==> src/rtl/brr_pkg.sv <==
package brr_pkg;

  typedef enum logic [1:0] {
    KIND_MEM  = 2'd0,
    KIND_CPL  = 2'd1,
    KIND_CFG  = 2'd2,
    KIND_RSVD = 2'd3
  } hdr_kind_e;

  typedef enum logic [1:0] {
    RT_DROP = 2'd0,
    RT_DOWN = 2'd1,
    RT_UP   = 2'd2,
    RT_BAD  = 2'd3
  } route_e;

  typedef enum logic [1:0] {
    SEL_SPAN   = 2'd0,
    SEL_BASE   = 2'd1,
    SEL_LIMIT  = 2'd2,
    SEL_MASTER = 2'd3
  } cfg_sel_e;

  typedef struct packed {
    logic [7:0] bus;
    logic [4:0] dev;
    logic [2:0] fn;
  } dev_id_t;

  localparam int PAGE_SHIFT = 12;

endpackage

==> src/rtl/brr_cfg_regs.sv <==
module brr_cfg_regs
  import brr_pkg::*;
#(
  parameter int PAGE_W = 20,
  parameter int CFG_W  = 20
) (
  input  logic              clk,
  input  logic              rst_n,
  input  logic              wr_en,
  input  logic [1:0]        wr_sel,
  input  logic [CFG_W-1:0]  wr_data,
  output logic [7:0]        sec_bus,
  output logic [7:0]        sub_bus,
  output logic [PAGE_W-1:0] base_pg,
  output logic [PAGE_W-1:0] limit_pg,
  output logic              master_en
);

  always_ff @(posedge clk) begin
    if (!rst_n) begin
      sec_bus   <= '0;
      sub_bus   <= '0;
      base_pg   <= '0;
      limit_pg  <= '0;
      master_en <= 1'b0;
    end else if (wr_en) begin
      unique case (cfg_sel_e'(wr_sel))
        SEL_SPAN: begin
          sec_bus <= wr_data[7:0];
          sub_bus <= wr_data[15:8];
        end
        SEL_BASE:   base_pg   <= wr_data[PAGE_W-1:0];
        SEL_LIMIT:  limit_pg  <= wr_data[PAGE_W-1:0];
        SEL_MASTER: master_en <= wr_data[0];
        default: ;
      endcase
    end
  end

  AST_MASTER_WRITE: assert property (@(posedge clk) disable iff (!rst_n)
    wr_en && (wr_sel == SEL_MASTER) |=> master_en == $past(wr_data[0]));
  AST_SPAN_WRITE: assert property (@(posedge clk) disable iff (!rst_n)
    wr_en && (wr_sel == SEL_SPAN) |=> sec_bus == $past(wr_data[7:0]));
  AST_SPAN_KEEP: assert property (@(posedge clk) disable iff (!rst_n)
    !wr_en |=> $stable(sec_bus) && $stable(sub_bus) && $stable(master_en));

endmodule

==> src/rtl/brr_span_hit.sv <==
module brr_span_hit #(
  parameter int W = 8
) (
  input  logic [W-1:0] key,
  input  logic [W-1:0] lo,
  input  logic [W-1:0] hi,
  output logic         hit
);

  logic lo_live;

  // A zero lower bound marks the span as unprogrammed.
  assign lo_live = (lo != '0);
  assign hit     = lo_live && (key >= lo) && (key <= hi);

endmodule

==> src/rtl/brr_decide.sv <==
module brr_decide
  import brr_pkg::*;
(
  input  logic [1:0] kind,
  input  logic       from_below,
  input  logic       bus_hit,
  input  logic       win_hit,
  input  logic       master_en,
  output logic [1:0] route,
  output logic       unsup
);

  route_e rt;

  always_comb begin
    rt    = RT_DROP;
    unsup = 1'b0;
    unique case (hdr_kind_e'(kind))
      KIND_MEM: begin
        if (!from_below) begin
          if (win_hit) rt = RT_DOWN;
          else         unsup = 1'b1;
        end else if (!win_hit && master_en) begin
          rt = RT_UP;
        end
      end
      KIND_CPL: begin
        if (!from_below) begin
          if (bus_hit) rt = RT_DOWN;
          else         unsup = 1'b1;
        end else if (!bus_hit && master_en) begin
          rt = RT_UP;
        end
      end
      KIND_CFG: begin
        if (!from_below) begin
          if (bus_hit) rt = RT_DOWN;
          else         unsup = 1'b1;
        end
      end
      default: unsup = 1'b1;
    endcase
    route = rt;
  end

endmodule

==> src/rtl/bus_bridge_router.sv <==
module bus_bridge_router
  import brr_pkg::*;
#(
  parameter  int ADDR_W = 32,
  parameter  int TAG_W  = 4,
  localparam int PAGE_W = ADDR_W - 12,
  localparam int CFG_W  = (PAGE_W > 16) ? PAGE_W : 16
) (
  input  logic              clk,
  input  logic              rst_n,
  input  logic              cfg_wr_en,
  input  logic [1:0]        cfg_wr_sel,
  input  logic [CFG_W-1:0]  cfg_wr_data,
  input  logic              hdr_valid,
  output logic              hdr_ready,
  input  logic [1:0]        hdr_kind,
  input  logic              hdr_from_below,
  input  logic [ADDR_W-1:0] hdr_addr,
  input  logic [15:0]       hdr_id,
  input  logic [TAG_W-1:0]  hdr_tag,
  output logic              dec_valid,
  input  logic              dec_ready,
  output logic [1:0]        dec_route,
  output logic              dec_unsup,
  output logic [ADDR_W-1:0] dec_addr,
  output logic [15:0]       dec_id,
  output logic [TAG_W-1:0]  dec_tag
);

  logic [7:0]        sec_bus, sub_bus;
  logic [PAGE_W-1:0] base_pg, limit_pg;
  logic              master_en;
  logic              bus_hit, win_hit;
  logic [1:0]        d_route;
  logic              d_unsup;
  dev_id_t           key_id;
  logic [PAGE_W-1:0] key_pg;
  logic              take;

  assign key_id = dev_id_t'(hdr_id);
  assign key_pg = hdr_addr[ADDR_W-1:PAGE_SHIFT];

  brr_cfg_regs #(.PAGE_W(PAGE_W), .CFG_W(CFG_W)) u_regs (
    .clk       (clk),
    .rst_n     (rst_n),
    .wr_en     (cfg_wr_en),
    .wr_sel    (cfg_wr_sel),
    .wr_data   (cfg_wr_data),
    .sec_bus   (sec_bus),
    .sub_bus   (sub_bus),
    .base_pg   (base_pg),
    .limit_pg  (limit_pg),
    .master_en (master_en)
  );

  brr_span_hit #(.W(8)) u_bus_hit (
    .key (key_id.bus),
    .lo  (sec_bus),
    .hi  (sub_bus),
    .hit (bus_hit)
  );

  brr_span_hit #(.W(PAGE_W)) u_win_hit (
    .key (key_pg),
    .lo  (base_pg),
    .hi  (limit_pg),
    .hit (win_hit)
  );

  brr_decide u_decide (
    .kind       (hdr_kind),
    .from_below (hdr_from_below),
    .bus_hit    (bus_hit),
    .win_hit    (win_hit),
    .master_en  (master_en),
    .route      (d_route),
    .unsup      (d_unsup)
  );

  // Single output register; input is blocked while it is held.
  assign hdr_ready = !dec_valid || dec_ready;
  assign take      = hdr_valid && hdr_ready;

  always_ff @(posedge clk) begin
    if (!rst_n) begin
      dec_valid <= 1'b0;
      dec_route <= RT_DROP;
      dec_unsup <= 1'b0;
      dec_addr  <= '0;
      dec_id    <= '0;
      dec_tag   <= '0;
    end else if (hdr_ready) begin
      dec_valid <= hdr_valid;
      if (hdr_valid) begin
        dec_route <= d_route;
        dec_unsup <= d_unsup;
        dec_addr  <= hdr_addr;
        dec_id    <= hdr_id;
        dec_tag   <= hdr_tag;
      end
    end
  end

  AST_STALL_HOLD: assert property (@(posedge clk) disable iff (!rst_n)
    dec_valid && !dec_ready |=> dec_valid && $stable(dec_route) && $stable(dec_tag)
                                && $stable(dec_unsup) && $stable(dec_id));
  AST_NO_TAKE_STALLED: assert property (@(posedge clk) disable iff (!rst_n)
    dec_valid && !dec_ready |-> !hdr_ready);
  AST_ACCEPT_LATENCY: assert property (@(posedge clk) disable iff (!rst_n)
    take |=> dec_valid && dec_tag == $past(hdr_tag));
  AST_UP_GATED: assert property (@(posedge clk) disable iff (!rst_n)
    take && (d_route == RT_UP) |-> master_en);
  AST_NO_DOWN_FROM_BELOW: assert property (@(posedge clk) disable iff (!rst_n)
    take && hdr_from_below |-> d_route != RT_DOWN);
  AST_UNSUP_IS_DROP: assert property (@(posedge clk) disable iff (!rst_n)
    dec_valid && dec_unsup |-> dec_route == RT_DROP);
  AST_LEGAL_ROUTE: assert property (@(posedge clk) disable iff (!rst_n)
    dec_valid |-> dec_route != RT_BAD);
  AST_RESET_IDLE: assert property (@(posedge clk)
    !rst_n |=> !dec_valid);

endmodule

==> config.mk <==
export PLATFORM = sky130hd
export DESIGN_NAME = bus_bridge_router
export DESIGN_NICKNAME = d
export VERILOG_FILES = /design/src/rtl/brr_pkg.sv /design/src/rtl/brr_cfg_regs.sv /design/src/rtl/brr_span_hit.sv /design/src/rtl/brr_decide.sv /design/src/rtl/bus_bridge_router.sv
export SDC_FILE = /design/constraint.sdc
export NUM_CORES = 1
export LEC_CHECK = 0
export ABC_AREA = 1
export CORE_MARGIN = 2
export CORE_UTILIZATION = 53
export CTS_CLUSTER_DIAMETER = 30
export DETAILED_ROUTE_END_ITERATION = 12
export GPL_TIMING_DRIVEN = 0
export PLACE_DENSITY = 0.82
export REMOVE_ABC_BUFFERS = 1
export SLEW_MARGIN = 20
export SYNTH_ARGS = -nofsm -noshare
export SYNTH_HDL_FRONTEND = slang
export SYNTH_SLANG_ARGS = --single-unit
==> constraint.sdc <==
create_clock -name clk -period 3.25 [get_ports clk]
set_clock_uncertainty 0.05 [all_clocks]
set_input_delay 0.65 -clock clk [delete_from_list [all_inputs] [get_ports clk]]
set_output_delay 0.65 -clock clk [all_outputs]
set_load 0.01 [all_outputs]
== Word level (Yosys, flattened, before mapping) ==
Index checks and enable logic that the tools add are counted.

* Equality and inequality tests: 5
* $lt $le $gt $ge: 4
* Multiplexer cells: 13
* Reductions and logical operators: 20

{| class="wikitable"
|+ Operator list
! operator !! number
|-
| greater-or-equal comparator 20 bit || 1
|-
| less-or-equal comparator 20 bit || 1
|-
| nonzero test 20 bit || 1
|-
| 2-to-1 mux 2 bit || 5
|-
| AND reduction 2 bit || 5
|-
| greater-or-equal comparator 8 bit || 1
|-
| less-or-equal comparator 8 bit || 1
|-
| nonzero test 8 bit || 1
|-
| == test 2 bit (second input constant) || 3
|-
| logical AND 1 bit || 6
|-
| 2-to-1 mux 1 bit || 6
|-
| one-hot mux 2 bit (3 select lines) || 1
|-
| == test 2 x 1 -> 1 bit (second input constant) || 2
|-
| logical NOT 2 bit || 2
|-
| logical NOT 1 bit || 3
|-
| one-hot mux 1 bit (2 select lines) || 1
|-
| OR reduction 2 bit || 1
|-
| logical OR 1 bit || 1
|}

* Output and inout port bits: 57
* Register bits: 113

== Longest topological paths before layout ==
* Depth after elaboration: 8
* Depth in mapped cells: 16

== Cells and area by module ==
A second synthesis with hierarchy kept.

* Cells, all modules: 1035
* Area, all modules: 6705.2 um2

{| class="wikitable"
|+ Modules (own cells, without submodules)
! module !! instances !! cells each !! area each (um2) !! sequential area each (um2)
|-
| bus_bridge_router || 1 || 365 || 2517.4 || 1121.1
|-
| brr_cfg_regs || 1 || 369 || 2379.8 || 1141.1
|-
| brr_span_hit (u_win_hit) || 1 || 205 || 1222.4 || 0.0
|-
| brr_span_hit (u_bus_hit) || 1 || 75 || 459.2 || 0.0
|-
| brr_decide || 1 || 21 || 126.4 || 0.0
|}

== Worst setup path before layout ==
No wires, ideal clock.

* Kind: in2reg
* From: input port hdr_addr[23]
* To: register dec_unsup
* Path slack: 1.362 ns
* Setup time: 0.122 ns
* Buffers on the path: 0
* Data arrival time: 1.716 ns
* Stages on the path: 12
* Path through: ha_1 nand2_1 nor2_1 nand2_1 nor2_1 nand2_1 nand4_1 nand3_1 nand2_1 nand2_1 nand2_1 a21oi_2

* Cells in the longest elaborated chain, start to end: 6

{| class="wikitable"
|+ Ends and longest elaborated chain
! what !! line !! RTL
|-
| start: declaration || bus_bridge_router.sv:18 || <nowiki>input logic [ADDR_W-1:0] hdr_addr,</nowiki>
|-
| greater-or-equal comparator 20 bit || brr_span_hit.sv:14 || <nowiki>assign hit = lo_live && (key >= lo) && (key <= hi);</nowiki>
|-
| logical AND 1 bit || brr_span_hit.sv:14 ||
|-
| logical AND 1 bit (*) || brr_span_hit.sv:14 ||
|-
| 2-to-1 mux 1 bit (*) || brr_decide.sv:21 || <nowiki>if (win_hit) rt = RT_DOWN;</nowiki>
|-
| 2-to-1 mux 1 bit (*) || brr_decide.sv:20 || <nowiki>if (!from_below) begin</nowiki>
|-
| one-hot mux 1 bit (2 select lines) (*) || brr_decide.sv:18 || <nowiki>unique case (hdr_kind_e'(kind))</nowiki>
|-
| end signal: assignment || bus_bridge_router.sv:96 || <nowiki>dec_unsup <= d_unsup;</nowiki>
|-
| end: declaration || bus_bridge_router.sv:24 || <nowiki>output logic dec_unsup,</nowiki>
|}

Every way passes the cells marked *; elsewhere a longest branch is shown, timed or not.
A chain may end at the register's enable or synchronous reset.

== Worst setup path after layout ==
* From: input port dec_ready
* To: output port hdr_ready

* Cells in the longest elaborated chain, start to end: 1

{| class="wikitable"
|+ Ends and longest elaborated chain
! what !! line !! RTL
|-
| start: declaration || bus_bridge_router.sv:22 || <nowiki>input logic dec_ready,</nowiki>
|-
| logical OR 1 bit || bus_bridge_router.sv:81 || <nowiki>assign hdr_ready = !dec_valid || dec_ready;</nowiki>
|-
| end: declaration || bus_bridge_router.sv:15 || <nowiki>output logic hdr_ready,</nowiki>
|}

Every way passes these cells.

==> results.json <==
{
  "intPower_mw": 2.82,
  "ys_ff_latch": 113,
  "cts_tree": "yes",
  "required_ps": 2550,
  "dieWidth_um": 106,
  "finalNonFillerCells": 1004,
  "grt_pass1_wl_um": 23500,
  "tightest_slew_ps": 1010,
  "grt_overflow_total": 0,
  "combPwrFrac": 0.175,
  "cp.arrival_ps": 1780,
  "cts_setup_buffers": 0,
  "nNetsFinal": 1000,
  "synthTopCellsByArea": "dfxtp_1, ha_1, o21ai_0, nor2_1, a21oi_1",
  "ys_warn_count": 0,
  "die_height_um": 106,
  "viasPerCell": 5.22,
  "synth_cells": 732,
  "rsz0062_at_grt": "false",
  "num_vias": 5241,
  "crit_fanout": 3,
  "finalSetupTns_ps": 0,
  "dp_hpwl_um": 9940,
  "fmax_ghz": 0.403,
  "die_area_um2": 11100,
  "clock_sinks": 113,
  "htree_num_levels": 4,
  "syn-cell-area_um2": 5460,
  "setup_viol": 0,
  "total_power_mw": 3.81,
  "core_um2": 10200,
  "outcome": "finished clean",
  "place_congestion": 0.832,
  "switching_share": 0.260,
  "hold_viol": 0,
  "slew_headroom": 0.326,
  "ctsHoldBuffers": 0,
  "track_usage": 0.263,
  "seqPwrFrac": 0.399,
  "drt_wl_total_um": 14100,
  "hp-class": "flop to flop",
  "cts_made_buffers": 17,
  "wl_per_cell_um": 14.0,
  "layout_common_cells": "clkdlybuf4s50_1, nor2_1, dfxtp_1, o21ai_0, inv_1",
  "drive_above_1_share": 0.0588,
  "antenna_found_initial": 0,
  "diodes": 0,
  "clockRootBuffer": "clkbuf_8",
  "grt_start_max_net_pins": 61,
  "drc": 0,
  "finalMaxSlewViolations": 0,
  "ant_nets": 0,
  "endpoint_kind": "primary output",
  "firstDrtPassIters": 4,
  "synth_top_area_frac": 0.414,
  "grt_pass1_vias": 5117,
  "power.net_switching_uw": 992,
  "numPortBuffers": 138,
  "period_needed_ps": 2480,
  "syn2layout_area_growth_pct": 36.5,
  "pin_count": 139,
  "yosysTopAreaCell": "dfxtp_1",
  "clockBufferDepth": 2,
  "yosys.cell_types.count": 25,
  "drt_iter0_drc": 355,
  "crit_path_start_kind": "input port",
  "fin_crit_sh": 0.763,
  "hold_ws_ps": 408,
  "ir_drop_mv": 0.322,
  "seq_area_frac_synth": 0.414,
  "initial_core_util": 0.536,
  "clkTransAtPathRegs_ps": 50,
  "power_frac_clock": 0.426,
  "power_density_nw_per_um2": 511,
  "cap_viol_max_count": 0,
  "row_count": 37,
  "cts_resized": 0,
  "dpl.cell_count": 975,
  "syn_area_per_cell_um2": 7.46,
  "critPathKind": "input port to primary output",
  "clock_latency_ps": 520,
  "leakage_nw": 3.16,
  "layout.cells.most_common": "clkdlybuf4s50_1"
}
[state kept, by name, indices dropped and copies added (netlist names)]
| signal | cells |
|---|---|
| dec_addr | 32 |
| u_regs.base_pg | 20 |
| u_regs.limit_pg | 20 |
| dec_id | 16 |
| u_regs.sec_bus | 8 |
| u_regs.sub_bus | 8 |
| dec_tag | 4 |
| dec_route | 2 |
| dec_unsup | 1 |
| dec_valid | 1 |
| u_regs.master_en | 1 |
[stage by stage]
step / util / setup slack (ps) / area, um2
global placement: 0.676 / -885 / 6880
finish: 0.732 / 770 / 7450
global route: 0.732 / 715 / 7450
detailed placement: 0.681 / 352 / 6930
CTS: 0.732 / 755 / 7450
floorplan: - / 728 / 5330
[layer usage]
| layer | up-vias | global-route usage | share of wire | routed length (um) |
|---|---|---|---|---|
| met1 | 2401 | 0.321 | 0.45 | 6390 |
| li1 | 2650 | - | - | - |
| met4 | 0 | 0.0865 | 0.018 | 250 |
| met5 | - | 0 | 0 | 0 |
| met2 | 167 | 0.452 | 0.47 | 6670 |
| met3 | 23 | 0.0656 | 0.055 | 769 |
[logic make-up after synthesis]
| group | count (synthesis) | share of synthesized area |
|---|---|---|
| AO/OA/AOI/OAI | 196 | 0.183 |
| buffers and inverters | 121 | 0.0846 |
| AND/OR/NAND/NOR | 242 | 0.181 |
| flip-flops | 113 | 0.414 |
| adder cells (fa/ha/maj) | 60 | 0.137 |
[worst max-delay path: stages]
cell	delay, ps
clkdlybuf4s50_1	450
inv_1	40
nand2_1	100
clkdlybuf4s50_1	540
[power by group through the flow]
stage,Clock (mW),Sequential [mW],Combinational (mW)
finish,1.62,1.52,0.668
CTS,1.64,1.52,0.669
global placement,0,1.54,0.631
detailed placement,0,1.55,0.658
global route,1.71,1.53,0.750
floorplan,0,1.57,0.301
[path summary, 6_finish.rpt]
kind	from	endpoint	slack, ps	cells past startpoint
setup reg to reg	dec_valid	dec_unsup	1200	5
setup / recovery	dec_ready	hdr_ready	770	4
hold / removal	u_regs.sub_bus[4]	u_regs.sub_bus[4]	410	2
hold reg to reg	u_regs.sub_bus[4]	u_regs.sub_bus[4]	410	2
[layout make-up]
class                      instances  area, um2
clock buffer                      23        487
clock inverter                     6       32.5
fill                             818       2730
inverter                          88        330
multi-input combinational        498       2740
sequential                       113       2260
tap                              136        170
timing repair buffer             140       1430
[synthesized netlist by cell type]
master    instances
nor2_1          132
dfxtp_1         113
o21ai_0         112
inv_1            82
nand2_1          79
a21oi_1          77
ha_1             60
clkbuf_1         23
nand3_1           8
nand4_1           8
buf_2             6
inv_2             6
nor4_1            5
buf_1             4
nand2_2           4
a21o_1            2
a21oi_2           2
nor2_2            2
nand4_2           1
nor2_4            1
nor3_1            1
o21ai_1           1
o21ai_2           1
o21bai_1          1
or2_2             1
Power figures use the tool's default switching activity.
